--- config.mk ---
export PLATFORM = sky130hd
export DESIGN_NAME = ctrl_bank_freeze
export DESIGN_NICKNAME = d
export VERILOG_FILES = /design/src/rtl/ctrlbank_pkg.sv /design/src/rtl/ctrlbank_fzfield.sv /design/src/rtl/ctrlbank_rdmux.sv /design/src/rtl/ctrl_bank_freeze.sv
export SDC_FILE = /design/constraint.sdc
export NUM_CORES = 1
export LEC_CHECK = 0
export ABC_CLOCK_PERIOD_IN_PS = 2090
export BUFFER_PORTS_ARGS = -buffer_cell sky130_fd_sc_hd__buf_2
export CAP_MARGIN = 20
export CORE_ASPECT_RATIO = 0.75
export CORE_MARGIN = 2
export CORE_UTILIZATION = 33
export DETAILED_ROUTE_END_ITERATION = 16
export GPL_ROUTABILITY_DRIVEN = 1
export PLACE_DENSITY = 0.55
export RECOVER_POWER = 25
export SLEW_MARGIN = 20
export SYNTH_ARGS = -nofsm -noshare
export SYNTH_HDL_FRONTEND = slang
export SYNTH_HIERARCHICAL = 1
export SYNTH_SLANG_ARGS = --single-unit
export TNS_END_PERCENT = 5
--- constraint.sdc ---
create_clock -name clk -period 2.09 [get_ports clk]
set_clock_uncertainty 0.2 [all_clocks]
set_input_delay 0.1045 -clock clk [delete_from_list [all_inputs] [get_ports clk]]
set_output_delay 0.1045 -clock clk [all_outputs]
set_load 0.02 [all_outputs]
--- src/rtl/ctrlbank_pkg.sv ---
package ctrlbank_pkg;
    localparam int DW  = 8;
    localparam int AW  = 8;
    localparam int NFZ = 6;

    localparam logic [AW-1:0] A_ID  = 8'h01;
    localparam logic [AW-1:0] A_PWR = 8'h02;
    localparam logic [3:0]    PART  = 4'hC;

    // buffered fields: 0 dac mute, 1 adc mute, 2 gain a, 3 gain b, 4 vol a, 5 vol b
    localparam logic [AW-1:0] FZ_ADDR [NFZ] = '{8'h03, 8'h04, 8'h07, 8'h08, 8'h0A, 8'h0B};
    localparam int            FZ_LSB  [NFZ] = '{2, 2, 0, 0, 0, 0};
    localparam int            FZ_W    [NFZ] = '{1, 1, 6, 6, 8, 8};

    typedef struct packed {
        logic freeze;
        logic pd_mic;
        logic pd_adc;
        logic pd_dac;
        logic pd_dev;
    } pwr_t;

    localparam pwr_t PWR_RST = '{freeze: 1'b0, pd_mic: 1'b0, pd_adc: 1'b0,
                                 pd_dac: 1'b0, pd_dev: 1'b1};
endpackage

--- src/rtl/ctrlbank_fzfield.sv ---
module ctrlbank_fzfield
    import ctrlbank_pkg::*;
#(
    parameter int            W    = 8,
    parameter int            LSB  = 0,
    parameter logic [AW-1:0] ADDR = 8'h00
) (
    input  logic          clk,
    input  logic          rst,
    input  logic          wr_en,
    input  logic [AW-1:0] addr,
    input  logic [DW-1:0] wr_data,
    input  logic          freeze_d,
    output logic [W-1:0]  staged_q,
    output logic [W-1:0]  active_q
);
    typedef struct packed {
        logic [W-1:0] stg;
        logic [W-1:0] act;
    } fld_t;

    fld_t f_d, f_q;

    always_comb begin
        f_d = f_q;
        if (wr_en && addr == ADDR) begin
            f_d.stg = wr_data[LSB +: W];
        end
        if (!freeze_d) begin
            f_d.act = f_d.stg;
        end
    end

    always_ff @(posedge clk) begin
        if (rst) begin
            f_q <= '0;
        end else begin
            f_q <= f_d;
        end
    end

    assign staged_q = f_q.stg;
    assign active_q = f_q.act;
endmodule

--- src/rtl/ctrlbank_rdmux.sv ---
module ctrlbank_rdmux
    import ctrlbank_pkg::*;
#(
    parameter logic [3:0] REV = 4'h0
) (
    input  logic [AW-1:0]           addr,
    input  pwr_t                    pwr,
    input  logic [NFZ-1:0][DW-1:0]  stg_bytes,
    output logic [DW-1:0]           data
);
    always_comb begin
        data = '0;
        if (addr == A_ID) begin
            data = {PART, REV};
        end else if (addr == A_PWR) begin
            data = {pwr.freeze, 3'b000, pwr.pd_mic, pwr.pd_adc, pwr.pd_dac, pwr.pd_dev};
        end else begin
            for (int i = 0; i < NFZ; i++) begin
                if (addr == FZ_ADDR[i]) begin
                    data = stg_bytes[i];
                end
            end
        end
    end
endmodule

--- src/rtl/ctrl_bank_freeze.sv ---
module ctrl_bank_freeze
    import ctrlbank_pkg::*;
#(
    parameter logic [3:0] REV = 4'h2
) (
    input  logic       clk,
    input  logic       rst,
    input  logic       wr_en,
    input  logic       rd_en,
    input  logic [7:0] addr,
    input  logic [7:0] wr_data,
    output logic [7:0] rd_data,
    output logic       freeze_on,
    output logic       pd_mic,
    output logic       pd_adc,
    output logic       pd_dac,
    output logic       pd_dev,
    output logic       adc_hold,
    output logic       dac_hold,
    output logic       dac_mute,
    output logic       adc_mute,
    output logic [5:0] gain_a,
    output logic [5:0] gain_b,
    output logic [7:0] vol_a,
    output logic [7:0] vol_b
);
    typedef struct packed {
        pwr_t          pwr;
        logic [DW-1:0] rd;
    } top_t;

    top_t t_d, t_q;
    logic [NFZ-1:0][DW-1:0] stg_bytes;
    logic [NFZ-1:0][DW-1:0] act_bytes;
    logic [DW-1:0]          rd_mux;

    always_comb begin
        t_d = t_q;
        if (wr_en && addr == A_PWR) begin
            t_d.pwr.freeze = wr_data[7];
            t_d.pwr.pd_mic = wr_data[3];
            t_d.pwr.pd_adc = wr_data[2];
            t_d.pwr.pd_dac = wr_data[1];
            t_d.pwr.pd_dev = wr_data[0];
        end
        if (rd_en) begin
            t_d.rd = rd_mux;
        end
    end

    always_ff @(posedge clk) begin
        if (rst) begin
            t_q <= '{pwr: PWR_RST, rd: '0};
        end else begin
            t_q <= t_d;
        end
    end

    for (genvar i = 0; i < NFZ; i++) begin : g_fld
        logic [FZ_W[i]-1:0] stg;
        logic [FZ_W[i]-1:0] act;

        ctrlbank_fzfield #(
            .W    (FZ_W[i]),
            .LSB  (FZ_LSB[i]),
            .ADDR (FZ_ADDR[i])
        ) u_fld (
            .clk      (clk),
            .rst      (rst),
            .wr_en    (wr_en),
            .addr     (addr),
            .wr_data  (wr_data),
            .freeze_d (t_d.pwr.freeze),
            .staged_q (stg),
            .active_q (act)
        );

        assign stg_bytes[i] = DW'(stg) << FZ_LSB[i];
        assign act_bytes[i] = DW'(act);
    end

    ctrlbank_rdmux #(.REV(REV)) u_rdmux (
        .addr      (addr),
        .pwr       (t_q.pwr),
        .stg_bytes (stg_bytes),
        .data      (rd_mux)
    );

    assign rd_data   = t_q.rd;
    assign freeze_on = t_q.pwr.freeze;
    assign pd_mic    = t_q.pwr.pd_mic;
    assign pd_adc    = t_q.pwr.pd_adc;
    assign pd_dac    = t_q.pwr.pd_dac;
    assign pd_dev    = t_q.pwr.pd_dev;
    assign adc_hold  = t_q.pwr.pd_adc | t_q.pwr.pd_dev;
    assign dac_hold  = t_q.pwr.pd_dac | t_q.pwr.pd_dev;
    assign dac_mute  = act_bytes[0][0];
    assign adc_mute  = act_bytes[1][0];
    assign gain_a    = act_bytes[2][5:0];
    assign gain_b    = act_bytes[3][5:0];
    assign vol_a     = act_bytes[4];
    assign vol_b     = act_bytes[5];
endmodule

# After elaboration in Yosys (flattened, before gate mapping)
# Cells that the tools add are included.
# totals
latchBits	0
output_inout_bits	45
ff_bits	73
ramBits	0
romBits	0
memories	0
inputBits	20
# classes
mul	0
add_sub_neg	0
div	0
bitwise	2
eq_ne	8
mux	15
n_shift	0
magnitude_cmp	0
reduce_logical	7
# op_table
cell	n
$mux 8	6
$eq 8x4->1 const B	3
$mux 6	4
$eq 8x2->1 const B	2
$eq 8x3->1 const B	2
$eq 8x1->1 const B	1
$logic_and 1x1->1	7
$mux 3	2
$mux 5	1
$mux 1	2
$or 1x1->1	2

# Depth between registers and ports, before layout
# logic_depth
ltp_word	9
ltp_mapped	9
ltp_nobuf	6

# Hierarchy
# The synthesis kept the hierarchy.
# by_module_without_submodules
module	area_each_um2	cells_per_inst	seq_area_each_um2	instances
ctrlbank_fzfield at g_fld[4].u_fld	843.3	76	320.3	1
ctrlbank_fzfield at g_fld[5].u_fld	792.0	75	320.3	1
ctrlbank_rdmux	774.5	110	0.0	1
ctrlbank_fzfield at g_fld[2].u_fld	610.6	57	240.2	1
ctrlbank_fzfield at g_fld[3].u_fld	601.8	58	240.2	1
ctrl_bank_freeze	553.0	54	260.2	1
ctrlbank_fzfield at g_fld[1].u_fld	110.1	11	40.0	1
ctrlbank_fzfield at g_fld[0].u_fld	108.9	11	40.0	1

# Worst setup path after synthesis
# Ideal clock, no wire load.
# synth_path
path_type	input-to-reg
start	input port addr[2]
end	register g_fld[4].u_fld.f_q (netlist bit g_fld[4].u_fld/active_q[6])
arrival_ns	1.639
n_path_buf	2
slack_ns	0.177
setup_ns	0.074
stages	8
cell_sequence	nor4_1 and4b_1 buf_6 mux2_4 inv_1 clkbuf_1 o21bai_1 a31oi_1
# synth_rtl
item	line_no	rtl
start: declaration	ctrl_bank_freeze.sv:10	input logic [7:0] addr,
end signal: assignment	ctrlbank_fzfield.sv:36	f_q <= '0;
end signal: assignment	ctrlbank_fzfield.sv:38	f_q <= f_d;
end: declaration	ctrlbank_fzfield.sv:22	fld_t f_d, f_q;

# Final worst setup path
# layout_path
start	input port wr_data[2]
end	register g_fld[1].u_fld.f_q (netlist bit g_fld[1].u_fld/active_q)
# layout_between
elab_chain_len	1
# layout_rtl
item	line_no	rtl
start: declaration	ctrl_bank_freeze.sv:11	input logic [7:0] wr_data,
$mux 1	ctrlbank_fzfield.sv:26	if (wr_en && addr == ADDR) begin
end signal: assignment	ctrlbank_fzfield.sv:36	
end signal: assignment	ctrlbank_fzfield.sv:38	
end: declaration	ctrlbank_fzfield.sv:22	
# No other way between the ends.
# A chain may end at the register's enable or synchronous reset.

==> results.md <==
* Count of H-tree levels built during CTS at 3
* Top Family by Delay on Critical Path: simple AND/OR/NAND/NOR gates
* Placement row count at 36
* IO Port Bufs at 64
* Die width at 137 um
* Result of the run: finished clean
* Vias in the first global route at 3900
* Starting DRC count in detailed routing at 299
* Worst-path fanout max at 7
* Antenna cells at 0
* DIE HEIGHT at 104 um
* Clock transition time at the flip-flop clock pins of the worst setup and hold paths at 0.06 ns
* Count of yosys warnings during synthesis at 6
* Setup-violating endpoint count in the final report at 0
* Final slew viol count at 0
* Number of different library cells in the post-synthesis netlist at 65
* Post-route DRC violation count at 0
* Crit path kind: in -> reg
* Die outline area at 14300 um^2
* Cells taking the most area after synthesis: sky130_fd_sc_hd__dfxtp_1, sky130_fd_sc_hd__o21bai_1, sky130_fd_sc_hd__o31ai_2, sky130_fd_sc_hd__o31ai_4, sky130_fd_sc_hd__a31oi_1
* Period Utilization, post-route at 0.877
* Number of flops mapped to enable cells by yosys at 0
* Vias per std cell at 5.72
* Slew at the pin closest to its max-slew limit at 0.559 ns
* Biggest area consumer among synthesized cells: sky130_fd_sc_hd__dfxtp_1
* Max-cap violations at 0
* Main combinational cell family by area after synthesis: compound AO/OA/AOI/OAI gates
* CTS buffer count at 9
* Final HPWL DP at 9540 um
* RSZ-0062 raised after global routing: no
* Proportion of synthesized area in mux cells at 0.0578
* Number of synthesized register bits at 73
* NumNets Final at 560
* Commonest register cell after synthesis: sky130_fd_sc_hd__dfxtp_1
* Final RePlAce weighted congestion at 0.942
* CP peak stage delay at 0.53 ns
* Worst slew margin at 0.626
* Fmax at 0.546 GHz
* Core outline area at 13000 um^2
* Synthesized-area fraction occupied by xor and xnor cells at 0.00199
* Total overflow reported by the global router at 0
* CP required at 2.16 ns
* Final critical-path required period at 1.83 ns
* Fraction of layout cells with a size suffix above 1 at 0.240
* Cell with the largest stage delay on the worst path: sky130_fd_sc_hd__dlygate4sd3_1
* Post-Synth Adder-Cell Area at 0
* Drt wl/cell at 18.9 um
* Antenna violations before repair at 0
* Root buffer cell: sky130_fd_sc_hd__clkbuf_16
* TritonCTS clock tree: done
* Top cell type's share of synthesized area at 0.333
* Maximum number of buffers from clock root to sink at 2
* Arrival time at the worst endpoint at 1.91 ns
* Total Routed Length at 13600 um
* Series of cell instances along the critical path: dlygate4sd3_1 -> buf_2 -> or4b_1 -> or4_4 -> a31oi_1
* Antenna Nets Post-Route at 0
* Most numerous cell types in the synthesized netlist: sky130_fd_sc_hd__dfxtp_1, sky130_fd_sc_hd__a21oi_1, sky130_fd_sc_hd__a31oi_1
* Crit start category: input pin
* Dominant cell by count in the synthesized netlist: sky130_fd_sc_hd__dfxtp_1
* Number of iterations in the first detailed-routing pass at 7
* Area growth from synthesis to final layout at 23.4%
* Complex-gate fraction of the synthesized area at 0.310
* Cell count after synthesis at 452
* First-pass GRT wire length at 21600 um
* Total number of vias at 4096
* # resized after CTS at 0
* Post-CTS setup buffer count at 0
* Worst IR drop on VDD at 0.410 mV
* Insertion delay of the later-clocked pin in the worst-skew pair at 0.34 ns
* Synthesized-area fraction occupied by and/or/nand/nor cells at 0.242
* Power Density at 663 nW/um^2
* Final Hold Vio Count at 0
* Share of synthesized area occupied by flip-flops and latches at 0.333
* Hold slack final at 0.0363 ns
* Count of pins on the block boundary at 65
* Summed instance area of the synthesized netlist at 4390 um^2
* Avg Inst Size Synth at 9.72 um^2
* Worst Path Buf+Inv at 2
* Combined global-route utilization of all metal layers at 0.197
* Setup TNS at 0 ns
* Starting density of the core at 0.338
* Num Clock Sinks at 73
* Static power due to leakage at 1.91 nW
* Maximum number of pins on one net before global-route repair at 79
* Class of the tightest hold or removal check: in -> reg
* Critical Path End Type: register
* Synth async-reset ratio at 0
## metal layers
layer | global-route usage | part of all wire | wire length (um) | up-vias
met5 | 0 | 0 | 0 | -
met3 | 0.0400 | 0.054 | 729 | 24
met2 | 0.276 | 0.43 | 5820 | 143
met4 | 0.0758 | 0.024 | 322 | 0
met1 | 0.291 | 0.49 | 6680 | 1977
li1 | - | - | - | 1952
## per-stage QoR
stage	total power [mW]	std cells	instance area, um^2	setup slack, ns	util
3_5_place_dp	1.81	694	5050	0.0593	0.388
5_1_grt	3.71	716	5420	0.214	0.417
6_report	3.59	716	5420	0.257	0.417
4_1_cts	3.62	716	5460	0.300	0.419
3_3_place_gp	1.81	694	5050	0.0522	0.388
2_1_floorplan	1.66	469	4460	0.177	-
## state kept, by name (all words and copies together), names as in the netlist
name / cells
pd_dev: 1
g_fld.u_fld/staged_q: 30
rd_data: 8
freeze_on: 1
pd_adc: 1
pd_mic: 1
pd_dac: 1
g_fld.u_fld/active_q: 30
## placed cells by master (no fill, tap or decap), drive strengths merged, types with 16 or more instances in the layout
cell type,netlist,routed
dfxtp,73,73
buf,21,58
clkbuf,11,40
a21oi,37,37
a31oi,32,32
nand3,31,31
o21bai,30,30
o31ai,28,28
nor2,24,24
conb,1,18
mux2i,16,16
## kinds of logic after synthesis
logic type | after synthesis
buffers and inverters | 42
xor gates and xnor gates | 1
AOI/OAI and AO/OA | 166
other | 1
and+or+nand+nor | 145
muxes | 24
DFF | 73
## area by class of cell
| class | instances | area, um^2 |
|---|---|---|
| inverter | 9 | 33.8 |
| multi-input combinational | 354 | 2750 |
| fill | 1278 | 7590 |
| clock inverter | 5 | 103 |
| clock buffer | 11 | 243 |
| sequential | 73 | 1460 |
| tap | 171 | 214 |
| timing repair buffer | 93 | 617 |
## worst paths after layout
kind / startpoint / endpoint / slack (ns) / cells past startpoint
hold / removal: wr_data[6] / g_fld[4].u_fld/staged_q[6] / 0.04 / 4
setup / recovery: wr_data[2] / g_fld[1].u_fld/active_q / 0.26 / 5
setup reg to reg: g_fld[4].u_fld/staged_q[3] / rd_data[3] / 0.36 / 6
hold reg to reg: g_fld[3].u_fld/staged_q[5] / g_fld[3].u_fld/staged_q[5] / 0.29 / 2
## power breakdown
part | switching, mW | total [mW] | internal, mW
Combinational | 0.248 | 0.398 | 0.150
Clock | 0.603 | 1.80 | 1.20
Sequential | 0.00214 | 1.40 | 1.39
## worst reg2reg max path: stages (launching register included)
cell and delay [ns]:
sky130_fd_sc_hd__dfxtp_1 0.34, sky130_fd_sc_hd__mux2_2 0.28, sky130_fd_sc_hd__o22ai_1 0.16, sky130_fd_sc_hd__a21oi_1 0.12
sky130_fd_sc_hd__o32a_1 0.33, sky130_fd_sc_hd__mux2i_1 0.14, sky130_fd_sc_hd__nor2_1 0.05
## repair_timing
action,4_1_cts,5_1_grt
hold buffers,6,0
endpoints found under the hold margin,12,0
setup endpoints to repair,0,0
Power figures use the tool's default switching activity.
